===== config.mk =====
export PLATFORM = sky130hd
export DESIGN_NAME = uirq_ident
export DESIGN_NICKNAME = d
export VERILOG_FILES = /design/src/rtl/uirq_pkg.sv /design/src/rtl/uirq_src_gate.sv /design/src/rtl/uirq_prio_pick.sv /design/src/rtl/uirq_thre_guard.sv /design/src/rtl/uirq_ident.sv
export SDC_FILE = /design/constraint.sdc
export NUM_CORES = 1
export LEC_CHECK = 0
export BUFFER_PORTS_ARGS = -buffer_cell sky130_fd_sc_hd__buf_2
export CORE_AREA = 2 2 39 41
export DETAILED_ROUTE_END_ITERATION = 16
export DIE_AREA = 0 0 41 43
export SLEW_MARGIN = 20
export SYNTH_ARGS = -nofsm -noshare
export SYNTH_HDL_FRONTEND = slang
export SYNTH_SLANG_ARGS = --single-unit

===== constraint.sdc =====
create_clock -name clk -period 1.11 [get_ports clk]
set_clock_uncertainty 0.05 [all_clocks]
set_input_delay 0.222 -clock clk [delete_from_list [all_inputs] [get_ports clk]]
set_output_delay 0.222 -clock clk [all_outputs]
set_load 0.05 [all_outputs]

===== src/rtl/uirq_pkg.sv =====
package uirq_pkg;

    localparam int unsigned NSRC  = 5;
    localparam int unsigned SIDXW = $clog2(NSRC);
    localparam int unsigned IDW   = 8;

    // source order is the priority order: index 0 wins
    localparam logic [SIDXW-1:0] S_LINE = 3'd0;
    localparam logic [SIDXW-1:0] S_RXD  = 3'd1;
    localparam logic [SIDXW-1:0] S_TMO  = 3'd2;
    localparam logic [SIDXW-1:0] S_THRE = 3'd3;
    localparam logic [SIDXW-1:0] S_MDM  = 3'd4;

    localparam logic [3:0] NIB_IDLE = 4'b0001;
    localparam logic [3:0] NIB_THRE = 4'b0010;

    function automatic logic [3:0] src_nibble(input logic [SIDXW-1:0] idx,
                                              input logic fifo);
        logic [3:0] n;
        case (idx)
            S_LINE:  n = 4'b0110;
            S_RXD:   n = 4'b0100;
            S_TMO:   n = {fifo, 3'b100};
            S_THRE:  n = NIB_THRE;
            default: n = 4'b0000;
        endcase
        return n;
    endfunction

    typedef struct packed {
        logic [IDW-1:0] id;
        logic           irq;
    } out_st_t;

    typedef struct packed {
        logic blk;
        logic prev;
    } guard_st_t;

endpackage


===== src/rtl/uirq_src_gate.sv =====
module uirq_src_gate #(
    parameter int unsigned N = 5
) (
    input  logic [N-1:0] raw,
    input  logic [N-1:0] en,
    output logic [N-1:0] pend
);
    for (genvar i = 0; i < N; i++) begin : g_gate
        assign pend[i] = raw[i] & en[i];
    end
endmodule


===== src/rtl/uirq_prio_pick.sv =====
module uirq_prio_pick #(
    parameter int unsigned N  = 5,
    parameter int unsigned IW = $clog2(N)
) (
    input  logic [N-1:0]  pend,
    output logic          hit,
    output logic [IW-1:0] sel
);
    always_comb begin
        hit = 1'b0;
        sel = '0;
        for (int i = 0; i < N; i++) begin
            if (!hit && pend[i]) begin
                hit = 1'b1;
                sel = IW'(i);
            end
        end
    end
endmodule


===== src/rtl/uirq_thre_guard.sv =====
module uirq_thre_guard (
    input  logic clk,
    input  logic rst_n,
    input  logic thr_empty,
    input  logic rd_id,
    input  logic wr_thr,
    input  logic shown_thre,
    output logic blk_d_o
);
    import uirq_pkg::*;

    guard_st_t st_d, st_q;

    always_comb begin
        st_d      = st_q;
        st_d.prev = thr_empty;
        if (thr_empty && !st_q.prev)
            st_d.blk = 1'b0;
        if ((rd_id && shown_thre) || wr_thr)
            st_d.blk = 1'b1;
    end

    always_ff @(posedge clk) begin
        if (!rst_n) st_q <= '0;
        else        st_q <= st_d;
    end

    assign blk_d_o = st_d.blk;

    p_rd_blocks_r8: assert property (@(posedge clk) disable iff (!rst_n)
        (rd_id && shown_thre) |=> st_q.blk);
    p_rise_frees_r8: assert property (@(posedge clk) disable iff (!rst_n)
        (thr_empty && !st_q.prev && !rd_id && !wr_thr) |=> !st_q.blk);
    p_wr_blocks_r9: assert property (@(posedge clk) disable iff (!rst_n)
        wr_thr |=> st_q.blk);
    p_reset_free_r11: assert property (@(posedge clk)
        !rst_n |=> !st_q.blk);
endmodule


===== src/rtl/uirq_ident.sv =====
module uirq_ident (
    input  logic       clk,
    input  logic       rst_n,
    input  logic       fifo_on,
    input  logic       ien_line,
    input  logic       ien_rxd,
    input  logic       ien_thre,
    input  logic       ien_mdm,
    input  logic       st_line,
    input  logic       st_rxd,
    input  logic       st_tmo,
    input  logic       st_thre,
    input  logic       st_mdm,
    input  logic       rd_id,
    input  logic       wr_thr,
    output logic [7:0] id_byte,
    output logic       irq
);
    import uirq_pkg::*;

    localparam out_st_t RST_VAL = '{id: {{(IDW-4){1'b0}}, NIB_IDLE}, irq: 1'b0};

    out_st_t          o_d, o_q;
    logic             blk_d;
    logic [NSRC-1:0]  raw, en, pend;
    logic             hit;
    logic [SIDXW-1:0] sel;
    logic             shown_thre;

    assign shown_thre = (o_q.id[3:0] == NIB_THRE);

    uirq_thre_guard u_guard (
        .clk        (clk),
        .rst_n      (rst_n),
        .thr_empty  (st_thre),
        .rd_id      (rd_id),
        .wr_thr     (wr_thr),
        .shown_thre (shown_thre),
        .blk_d_o    (blk_d)
    );

    always_comb begin
        raw         = '0;
        en          = '0;
        raw[S_LINE] = st_line;           en[S_LINE] = ien_line;
        raw[S_RXD]  = st_rxd;            en[S_RXD]  = ien_rxd;
        raw[S_TMO]  = st_tmo;            en[S_TMO]  = ien_rxd;
        raw[S_THRE] = st_thre & ~blk_d;  en[S_THRE] = ien_thre;
        raw[S_MDM]  = st_mdm;            en[S_MDM]  = ien_mdm;
    end

    uirq_src_gate #(.N(NSRC)) u_gate (
        .raw  (raw),
        .en   (en),
        .pend (pend)
    );

    uirq_prio_pick #(.N(NSRC), .IW(SIDXW)) u_pick (
        .pend (pend),
        .hit  (hit),
        .sel  (sel)
    );

    always_comb begin
        o_d        = o_q;
        o_d.id     = '0;
        o_d.id[7:6] = {2{fifo_on}};
        o_d.id[3:0] = hit ? src_nibble(sel, fifo_on) : NIB_IDLE;
        o_d.irq    = |pend;
    end

    always_ff @(posedge clk) begin
        if (!rst_n) o_q <= RST_VAL;
        else        o_q <= o_d;
    end

    assign id_byte = o_q.id;
    assign irq     = o_q.irq;

    p_irq_vs_bit0_r1: assert property (@(posedge clk) disable iff (!rst_n)
        irq == !id_byte[0]);
    p_line_wins_r2: assert property (@(posedge clk) disable iff (!rst_n)
        (st_line && ien_line) |=> (id_byte[3:0] == 4'b0110));
    p_tmo_bit3_r4: assert property (@(posedge clk) disable iff (!rst_n)
        !fifo_on |=> !id_byte[3]);
    p_masked_quiet_r7: assert property (@(posedge clk) disable iff (!rst_n)
        (!ien_line && !ien_rxd && !ien_thre && !ien_mdm) |=> !irq);
    p_upper_bits_r10: assert property (@(posedge clk) disable iff (!rst_n)
        1'b1 |=> (id_byte[5:4] == 2'b00) && (id_byte[7:6] == {2{$past(fifo_on)}}));
    p_reset_val_r11: assert property (@(posedge clk)
        !rst_n |=> (id_byte == 8'h01) && !irq);
endmodule


# After elaboration in Yosys (flattened, before gate mapping)
# Index checks and enable logic that the tools add are counted.
dict set report totals {
  ff_bits 10
  latch_bits 0
  ram_bits 0
  mem_bits_ro 0
  input_bits 14
  output_inout_bits 9
  elab_cells 44
  mem_count 0
}
dict set report op_classes {
  add_sub_neg 0
  n_mul 0
  div_mod_pow 0
  n_lt_le_gt_ge 0
  eq_ne 4
  shifts 0
  mux 12
  n_bitwise 7
  reduce_logical 15
}
# cell count
set ops {}
lappend ops {{case mux 4 bit (4 select lines)} 1}
lappend ops {{2-to-1 mux 1 bit} 8}
lappend ops {{AND 1 bit} 6}
lappend ops {{== test 3 x 2 -> 1 bit (second input constant)} 2}
lappend ops {{logical AND 1 bit} 6}
lappend ops {{zero test 1 bit} 5}
lappend ops {{OR reduction 5 bit} 1}
lappend ops {{== test 4 x 2 -> 1 bit (second input constant)} 1}
lappend ops {{2-to-1 mux 2 bit} 2}
lappend ops {{== test 3 x 1 -> 1 bit (second input constant)} 1}
lappend ops {{zero test 3 bit} 1}
lappend ops {{2-to-1 mux 3 bit} 1}
lappend ops {{AND reduction 2 bit} 1}
lappend ops {{logical OR 1 bit} 1}
lappend ops {{NOT 1 bit} 1}

# Longest topological paths before layout
# Gate-level depths: netlist of run 1.
dict set report logic_depth {
  depth_word 16
  depth_mapped 4
}

# Cells and area by module
# From an unflattened synthesis of run 1, not the netlist that was laid out.
dict set report unflattened {
  cells_unflattened 41
  area_unflattened_um2 369.1
}
# module instances cells_per_inst area_each_um2
set modules_own_cells {}
lappend modules_own_cells {uirq_ident 1 22 220.2}
lappend modules_own_cells {uirq_thre_guard 1 6 68.8}
lappend modules_own_cells {uirq_prio_pick 1 8 48.8}
lappend modules_own_cells {uirq_src_gate 1 5 31.3}

# Worst setup path after synthesis of run 1
# Ideal clock, no wire load.
dict set report synth_path {
  path_kind {reg2reg}
  startpoint {register o_q (netlist bit id_byte[1])}
  endpoint {register o_q (netlist bit irq)}
  setup_ps 130
  t_arrival_ps 1299
  setup_slack_ps -369
  path_stages_with_launch 5
  path_buffers 0
  period_less_slack_ps 1479
  cell_sequence {dfxtp_1 -> nor4b_2 -> a21oi_1 -> a41oi_2 -> a21boi_0}
}
dict set report synth_via {
  elab_chain_cells 8
}
# element line_no
set synth_lines {}
lappend synth_lines {{from (decl)} uirq_ident.sv:23} ;# out_st_t o_d, o_q;
lappend synth_lines {{from (signal assigned)} uirq_ident.sv:73} ;# if (!rst_n) o_q <= RST_VAL;
lappend synth_lines {{from (signal assigned)} uirq_ident.sv:74} ;# else o_q <= o_d;
lappend synth_lines {{== test 4 x 2 -> 1 bit} uirq_ident.sv:30} ;# assign shown_thre = (o_q.id[3:0] == NIB_THRE);
lappend synth_lines {{logical AND 1 bit} uirq_thre_guard.sv:19} ;# if ((rd_id && shown_thre) || wr_thr)
lappend synth_lines {{logical OR 1 bit} uirq_thre_guard.sv:19}
lappend synth_lines {{2-to-1 mux 1 bit} uirq_thre_guard.sv:19}
lappend synth_lines {{NOT 1 bit} uirq_ident.sv:48} ;# raw[S_THRE] = st_thre & ~blk_d; en[S_THRE] = ien_thre;
lappend synth_lines {{AND 1 bit} uirq_ident.sv:48}
lappend synth_lines {{AND 1 bit} uirq_src_gate.sv:9} ;# assign pend[i] = raw[i] & en[i];
lappend synth_lines {{OR reduction 5 bit} uirq_ident.sv:69} ;# o_d.irq = |pend;
# Every way passes these cells.
# A chain may end at the register's enable or synchronous reset.

# Worst setup path in the final report of run 1
dict set report layout_path {
  startpoint {register o_q (netlist bit id_byte[2])}
  endpoint {register o_q (netlist bit irq)}
}
# Same word-level chain as after synthesis.

==> summary.md, run 1 <==
| Metric | Value |
|---|---|
| Endpoints failing hold | `0` |
| Starting DRT DRC Count | `1` |
| Mean area per synthesized cell | `9.744 µm²` |
| Synth unique cells | `14` |
| DP Area | `439.2 µm²` |
| RSZ-0062 raised after global routing | `true` |
| Setup tns final | `-80.75 ps` |
| Final Cycle Share | `104.0%` |
| Die Ht | `43 µm` |
| CTS tree | `yes` |
| Number of I/O port buffers | `20` |
| Crit-path max FO | `3` |
| Status | `finished with violations` |
| Startpoint Class | `flip-flop` |
| Crit path largest cell delay | `350 ps` |
| Fin area | `493.0 µm²` |
| Area of the mapped netlist | `321.6 µm²` |
| Maxcap violations | `0` |
| Antenna Violating Nets Remaining | `0` |
| Clock slew at reported path FFs | `60 ps` |
| Crit-path leading delay family | `compound AO/OA/AOI/OAI gates` |
| Mapped Cells | `33` |
| Layout cells sized above 1 | `56.36%` |
| N_diodes | `0` |
| Post-Synth Adder-Cell Area | `0%` |
| Synthesized flop and latch total | `8` |
| Vias in the first global route | `291` |
| Vias per cell | `4.197` |
| Buffers & Inverters on Critical Path | `0` |
| Max VDD drop | `307.6 µV` |
| Tot GR Track Use | `9.849%` |
| Worst-Skew Late Latency | `260 ps` |
| Num CTS Buffers | `3` |
| Final HPWL DP | `527.8 µm` |
| Most frequent cells in the layout | `buf_2, nand2_1, clkbuf_4, dfxtp_4, buf_4` |
| Crit-path cells | `nor4b_4 -> a21oi_2 -> a41oi_2 -> a21boi_1` |
| FF+latch area | `176.4 µm²` |
| XOR/XNOR share of the synthesized area | `0%` |
| DR vias | `298` |
| I/O pin cnt | `23` |
| Largest net degree at the start of global routing | `8` |
| Die Area | `1763 µm²` |
| Clock buffer depth | `2` |
| Total wire length | `674 µm` |
| Crit Path Category | `reg -> reg` |
| Worst setup EP type | `flip-flop` |
| Synth Area in Compound Gates | `19.07%` |
| CTS sink count | `8` |
| Commonest non-fill, non-tap cell in the layout | `buf_2` |
| # hold bufs at CTS | `0` |
| Crit path DAT | `1240 ps` |
| DRC | `0` |
| Leakage | `0.2304 nW` |
| Share of synthesized area spent on multiplexers | `0%` |
| Multi-input gate area | `151.4 µm²` |
| Initial Utilization | `23.24%` |
| Die width | `41 µm` |
| Area grow syn2layout | `53.31%` |
| Synth warnings | `0` |
| Tmin final | `1154 ps` |
| FP Rows | `14` |
| Placed cells | `67` |
| CP max stage cell | `dfxtp_4` |
| First-pass GRT wire length | `1.083 mm` |
| Violated checks | `setup timing` |
| Sequential fraction of the synthesis area | `49.81%` |
| Fillcell total | `140` |
| Slew Viols, Final | `0` |
| PD cells | `1441 nW/µm²` |
| Placer Congestion | `0.7177` |
| Grt ovf | `0` |
| Final #Nets | `70` |
| Slack of the critical path | `-44.15 ps` |
| WL per Instance | `9.493 µm` |
| Largest family of logic cells by synthesized area | `simple AND/OR/NAND/NOR gates` |
| Post-CTS setup buffer count | `0` |
| H-Tree Depth | `1` |
| Antenna violations before repair | `0` |
| Final std cells w/o fill | `71` |
| Synth Area in Simple Gates | `21.79%` |
| Worst Hold Class | `in -> reg` |
| Length of the first detailed-routing pass in iterations | `2` |
| Fmax | `0.8664 GHz` |
| Root buffer cell | `clkbuf_4` |
| # setup viols final | `3` |
| CP Data Required Time | `1190 ps` |
| Core footprint | `1384 µm²` |
==> routing by layer <==
metal / wire length, µm / track usage, %
met1: 228 / 9.355
met3: 51 / 0
met5: 0 / 0
met2: 360 / 15.00
met4: 34 / 14.00
==> worst paths after layout <==
path	startpoint	endpoint	slack (ps)	cells after the start
worst max-delay path	id_byte[2]	irq	-40	4
worst min-delay path	st_rxd	id_byte[3]	90	2
worst max register to register	id_byte[2]	irq	-40	4
worst min register to register	u_guard.st_q[1]	u_guard.st_q[1]	460	2
==> area by class of cell <==
class / count / area share, %
inverter: 1 / 0.7614
tap: 16 / 4.061
sequential: 8 / 35.79
clock buffer: 4 / 5.330
multi-input combinational: 22 / 30.71
timing repair buffer: 20 / 23.35
==> per-stage QoR <==
stage | power (mW) | utilization [%] | worst slack (ps) | hold WS, ps
final | 0.7105 | 35.62 | -44.15 | 93.22
after global routing | 0.7502 | 35.62 | -126.1 | 101.2
after CTS | 0.7201 | 35.08 | -42.51 | 88.22
after detailed placement | 0.4655 | 31.74 | -65.42 | 369.9
after global placement | 0.4642 | 31.74 | -33.37 | 365.4
after floorplan | 0.4269 | - | -82.28 | 239.6
==> cell usage after synthesis <==
cell type  n  share of area (%)
and2_1     3                5.8
nand2_1    5                5.8
dfxtp_1    8                 50
nor4b_2    1                4.7
a21bo_1    1                3.1
nor4bb_1   1                3.1
conb_1     1                1.2
o21ai_0    3                4.7
a41oi_2    1                5.1
inv_1      1                1.2
a21boi_0   2                4.7
a21oi_1    1                1.6
buf_4      3                7.0
nor2_1     2                2.3
==> power by group <==
group	internal [mW]	leakage, nW	switching [mW]	total (mW)
Clock	0.138	0.0150	0.101	0.239
Combinational	0.0541	0.146	0.103	0.157
Sequential	0.303	0.0690	0.0111	0.314
==> cell families (layout without fill, tap and decap cells) <==
| kind of cell | after synthesis | after routing |
|---|---|---|
| AND/OR/NAND/NOR | 12 | 12 |
| flip-flops | 8 | 8 |
| other | 1 | 2 |
| buffers and inverters | 4 | 25 |
| AO/OA/AOI/OAI | 8 | 8 |
==> flip-flops by register name, indices dropped and copies added (netlist names) <==
| name | count |
|---|---|
| u_guard.st_q | 2 |
| irq | 1 |
| id_byte | 5 |
==> worst reg2reg max path, stage by stage (launching register included) <==
cell	delay, ps
dfxtp_4	350
nor4b_4	270
a21oi_2	100
a41oi_2	190
a21boi_1	90
==> repair_timing <==
action,4_1_cts,5_1_grt
pin swaps,0,1
endpoints found under the setup margin,7,6
resized for setup,5,4
No activity file was read; power rests on OpenSTA's default activity.
==> inputs of run 2 (changes only) <==
ABC_AREA = 1   (was default)
==> summary.md, run 2 <==
| Metric | Value |
|---|---|
| PD cells | `1468 nW/µm² (+1.9%)` |
| Grt ovf | `0 (unchanged)` |
| Yosys top cell area share | `47.41% (-2.4 points)` |
| CTS sink count | `8 (unchanged)` |
| Leakage | `0.2622 nW (+14%)` |
| DP Area | `445.4 µm² (+1.4%)` |
| N_diodes | `0 (unchanged)` |
| Area of the mapped netlist | `337.8 µm² (+5.1%)` |
| Maxcap violations | `0 (unchanged)` |
| Clock slew at reported path FFs | `50 ps (about the same)` |
| Fraction of registers with async set/reset | `0% (unchanged)` |
| Post-CTS setup buffer count | `0 (unchanged)` |
| Sequential fraction of the synthesis area | `47.41% (-2.4 points)` |
| Final #Nets | `78 (+11%)` |
| First-pass GRT wire length | `1.028 mm (-5.1%)` |
| Status | `finished clean` |
| Number of I/O port buffers | `20 (unchanged)` |
| Fmax | `0.9385 GHz (+8.3%)` |
| Fin area | `485.5 µm² (-1.5%)` |
| FP Rows | `14 (unchanged)` |
| Final Cycle Share | `96.00% (-8.0 points)` |
| RR Startpoint | `u_guard.st_q[0]` |
| Die width | `41 µm (unchanged)` |
| Crit-path max FO | `2 (-1)` |
| Tmin final | `1066 ps (-88.60 ps)` |
| CTS tree | `yes` |
| Largest net degree at the start of global routing | `6 (-2)` |
| Root buffer cell | `clkbuf_4` |
| EDFF count, synth | `0 (unchanged)` |
| Vias in the first global route | `301 (+3.4%)` |
| DRC | `0 (unchanged)` |
| Total wire length | `647 µm (-4.0%)` |
| DR vias | `323 (+8.4%)` |
| Die Ht | `43 µm (unchanged)` |
| Num CTS Buffers | `3 (unchanged)` |
| Mapped Cells | `41 (+24%)` |
| Crit-path leading delay family | `flip-flops` |
| Layout cells sized above 1 | `54.84% (-1.5 points)` |
| Buffers & Inverters on Critical Path | `1 (+1)` |
| H-Tree Depth | `1 (unchanged)` |
| Core footprint | `1384 µm² (unchanged)` |
| Antenna violations before repair | `0 (unchanged)` |
| WL per Instance | `8.295 µm (-13%)` |
| R2R cell count | `6 (+2)` |
| Synth unique cells | `15 (+1)` |
| I/O pin cnt | `23 (unchanged)` |
| Hold Path Origin | `fifo_on` |
| Top post-synthesis cells by count | `nand2_1, dfxtp_1, inv_1, buf_4, nand3_1` |
| Worst-Skew Late Latency | `250 ps (about the same)` |
| Crit path largest cell delay | `320 ps (-30 ps)` |
| # hold bufs at CTS | `0 (unchanged)` |
| Area grow syn2layout | `43.70%` |
| # setup viols final | `0 (-3)` |
| Post-cts resize count | `0 (-5)` |
| Endpoints failing hold | `0 (unchanged)` |
| Die Area | `1763 µm² (unchanged)` |
| Starting DRT DRC Count | `3 (+2)` |
| Vias per cell | `4.141 (-1.3%)` |
| Max VDD drop | `414.7 µV (+35%)` |
| Synth warnings | `0 (unchanged)` |
| Worst R2R End | `id_byte[0]` |
| Commonest non-fill, non-tap cell in the layout | `buf_2` |
| CP Data Required Time | `840 ps (-350 ps)` |
| Main synth FF type | `dfxtp_1` |
| Tot GR Track Use | `9.265% (-0.58 points)` |
| Fillcell total | `154 (+10%)` |
| Most frequent cells in the layout | `buf_2, clkbuf_4, nand2_1, inv_1, dfxtp_2` |
| RSZ-0062 raised after global routing | `false` |
| Initial Utilization | `24.41% (+1.2 points)` |
| CP max stage cell | `dfxtp_2` |
| Setup tns final | `0 ps (+80.75 ps)` |
| Crit-path cells | `clkbuf_4` |
| Crit Path Category | `reg -> out` |
| Length of the first detailed-routing pass in iterations | `4 (+2)` |
| Antenna Violating Nets Remaining | `0 (unchanged)` |
| Placer Congestion | `0.6028 (-16%)` |
| Worst setup EP type | `primary output` |
| WP depth | `1 (-3)` |
| Final HPWL DP | `559.6 µm (+6.0%)` |
| Setup slack, reg-to-reg | `190 ps (+230 ps)` |
| Crit path DAT | `790 ps (-450 ps)` |
| Worst Hold Path Cells | `3 (+1)` |
| Clock buffer depth | `2 (unchanged)` |
| Startpoint Class | `flip-flop` |
| Worst Hold Class | `in -> reg` |
| Mean area per synthesized cell | `8.240 µm² (-15%)` |
| Slew Viols, Final | `0 (unchanged)` |
| WHS Endpoint | `id_byte[6]` |
| Synth area leader | `dfxtp_1` |
| Main area contributors after synthesis | `dfxtp_1, nand2_1, buf_4` |
| Synthesized flop and latch total | `8 (unchanged)` |
| Largest register FFs | `5 (unchanged)` |
| Most common cell in the synthesized netlist | `nand2_1` |
-- run 2: power by group --
part           switching, mW  leakage (nW)  internal [mW]
Sequential           0.00910        0.0678          0.311
Combinational          0.121         0.181         0.0553
Clock                 0.0924        0.0138          0.123
-- run 2: how the worst max path moves through the flow --
stage / startpoint / endpoint
3_5_place_dp: st_thre / id_byte[0]
3_3_place_gp: st_thre / id_byte[0]
5_1_grt: id_byte[6] / id_byte[7]
2_1_floorplan: id_byte[1] / irq
4_1_cts: id_byte[2] / id_byte[2]
6_report: id_byte[2] / id_byte[2]
-- run 2: layout make-up --
class                   instances  area, µm²  area share [%]
multi-input cells              24      132.6           27.32
flip-flops and latches          8      166.4           34.28
inverters                       7      26.28           5.412
well taps                      16      20.02           4.124
clock buffers                   3      22.52           4.639
repair buffers                 20      117.6           24.23
-- run 2: metal layers --
layer  wire [µm]  GRT usage (%)  vias to the layer above
met3          72          3.141                        2
met4          16          10.00                        0
met5           0              0                        -
met2         287          12.50                       20
li1            -              -                      164
met1         270          10.06                      137
-- run 2: cells by family (layout without fill, tap and decap cells) --
| logic type | after synthesis | count (layout) | synth area share, % |
|---|---|---|---|
| flops | 8 | 8 | 47.41 |
| other cells | 1 | 2 | 1.110 |
| compound gates | 4 | 4 | 11.11 |
| buf+inv | 10 | 30 | 14.44 |
| simple gates | 18 | 18 | 25.92 |
-- run 2: per-stage QoR --
step	utilization, %	hold WS, ps	power (mW)	cells	worst slack, ps
2_1_floorplan	-	265.5	0.4543	42	71.58
3_3_place_gp	32.19	382.0	0.4953	75	168.1
3_5_place_dp	32.19	390.7	0.4964	75	168.0
4_1_cts	33.82	130.9	0.7165	78	0.2995
5_1_grt	35.08	152.5	0.7557	78	13.42
6_report	35.08	134.1	0.7128	78	44.45
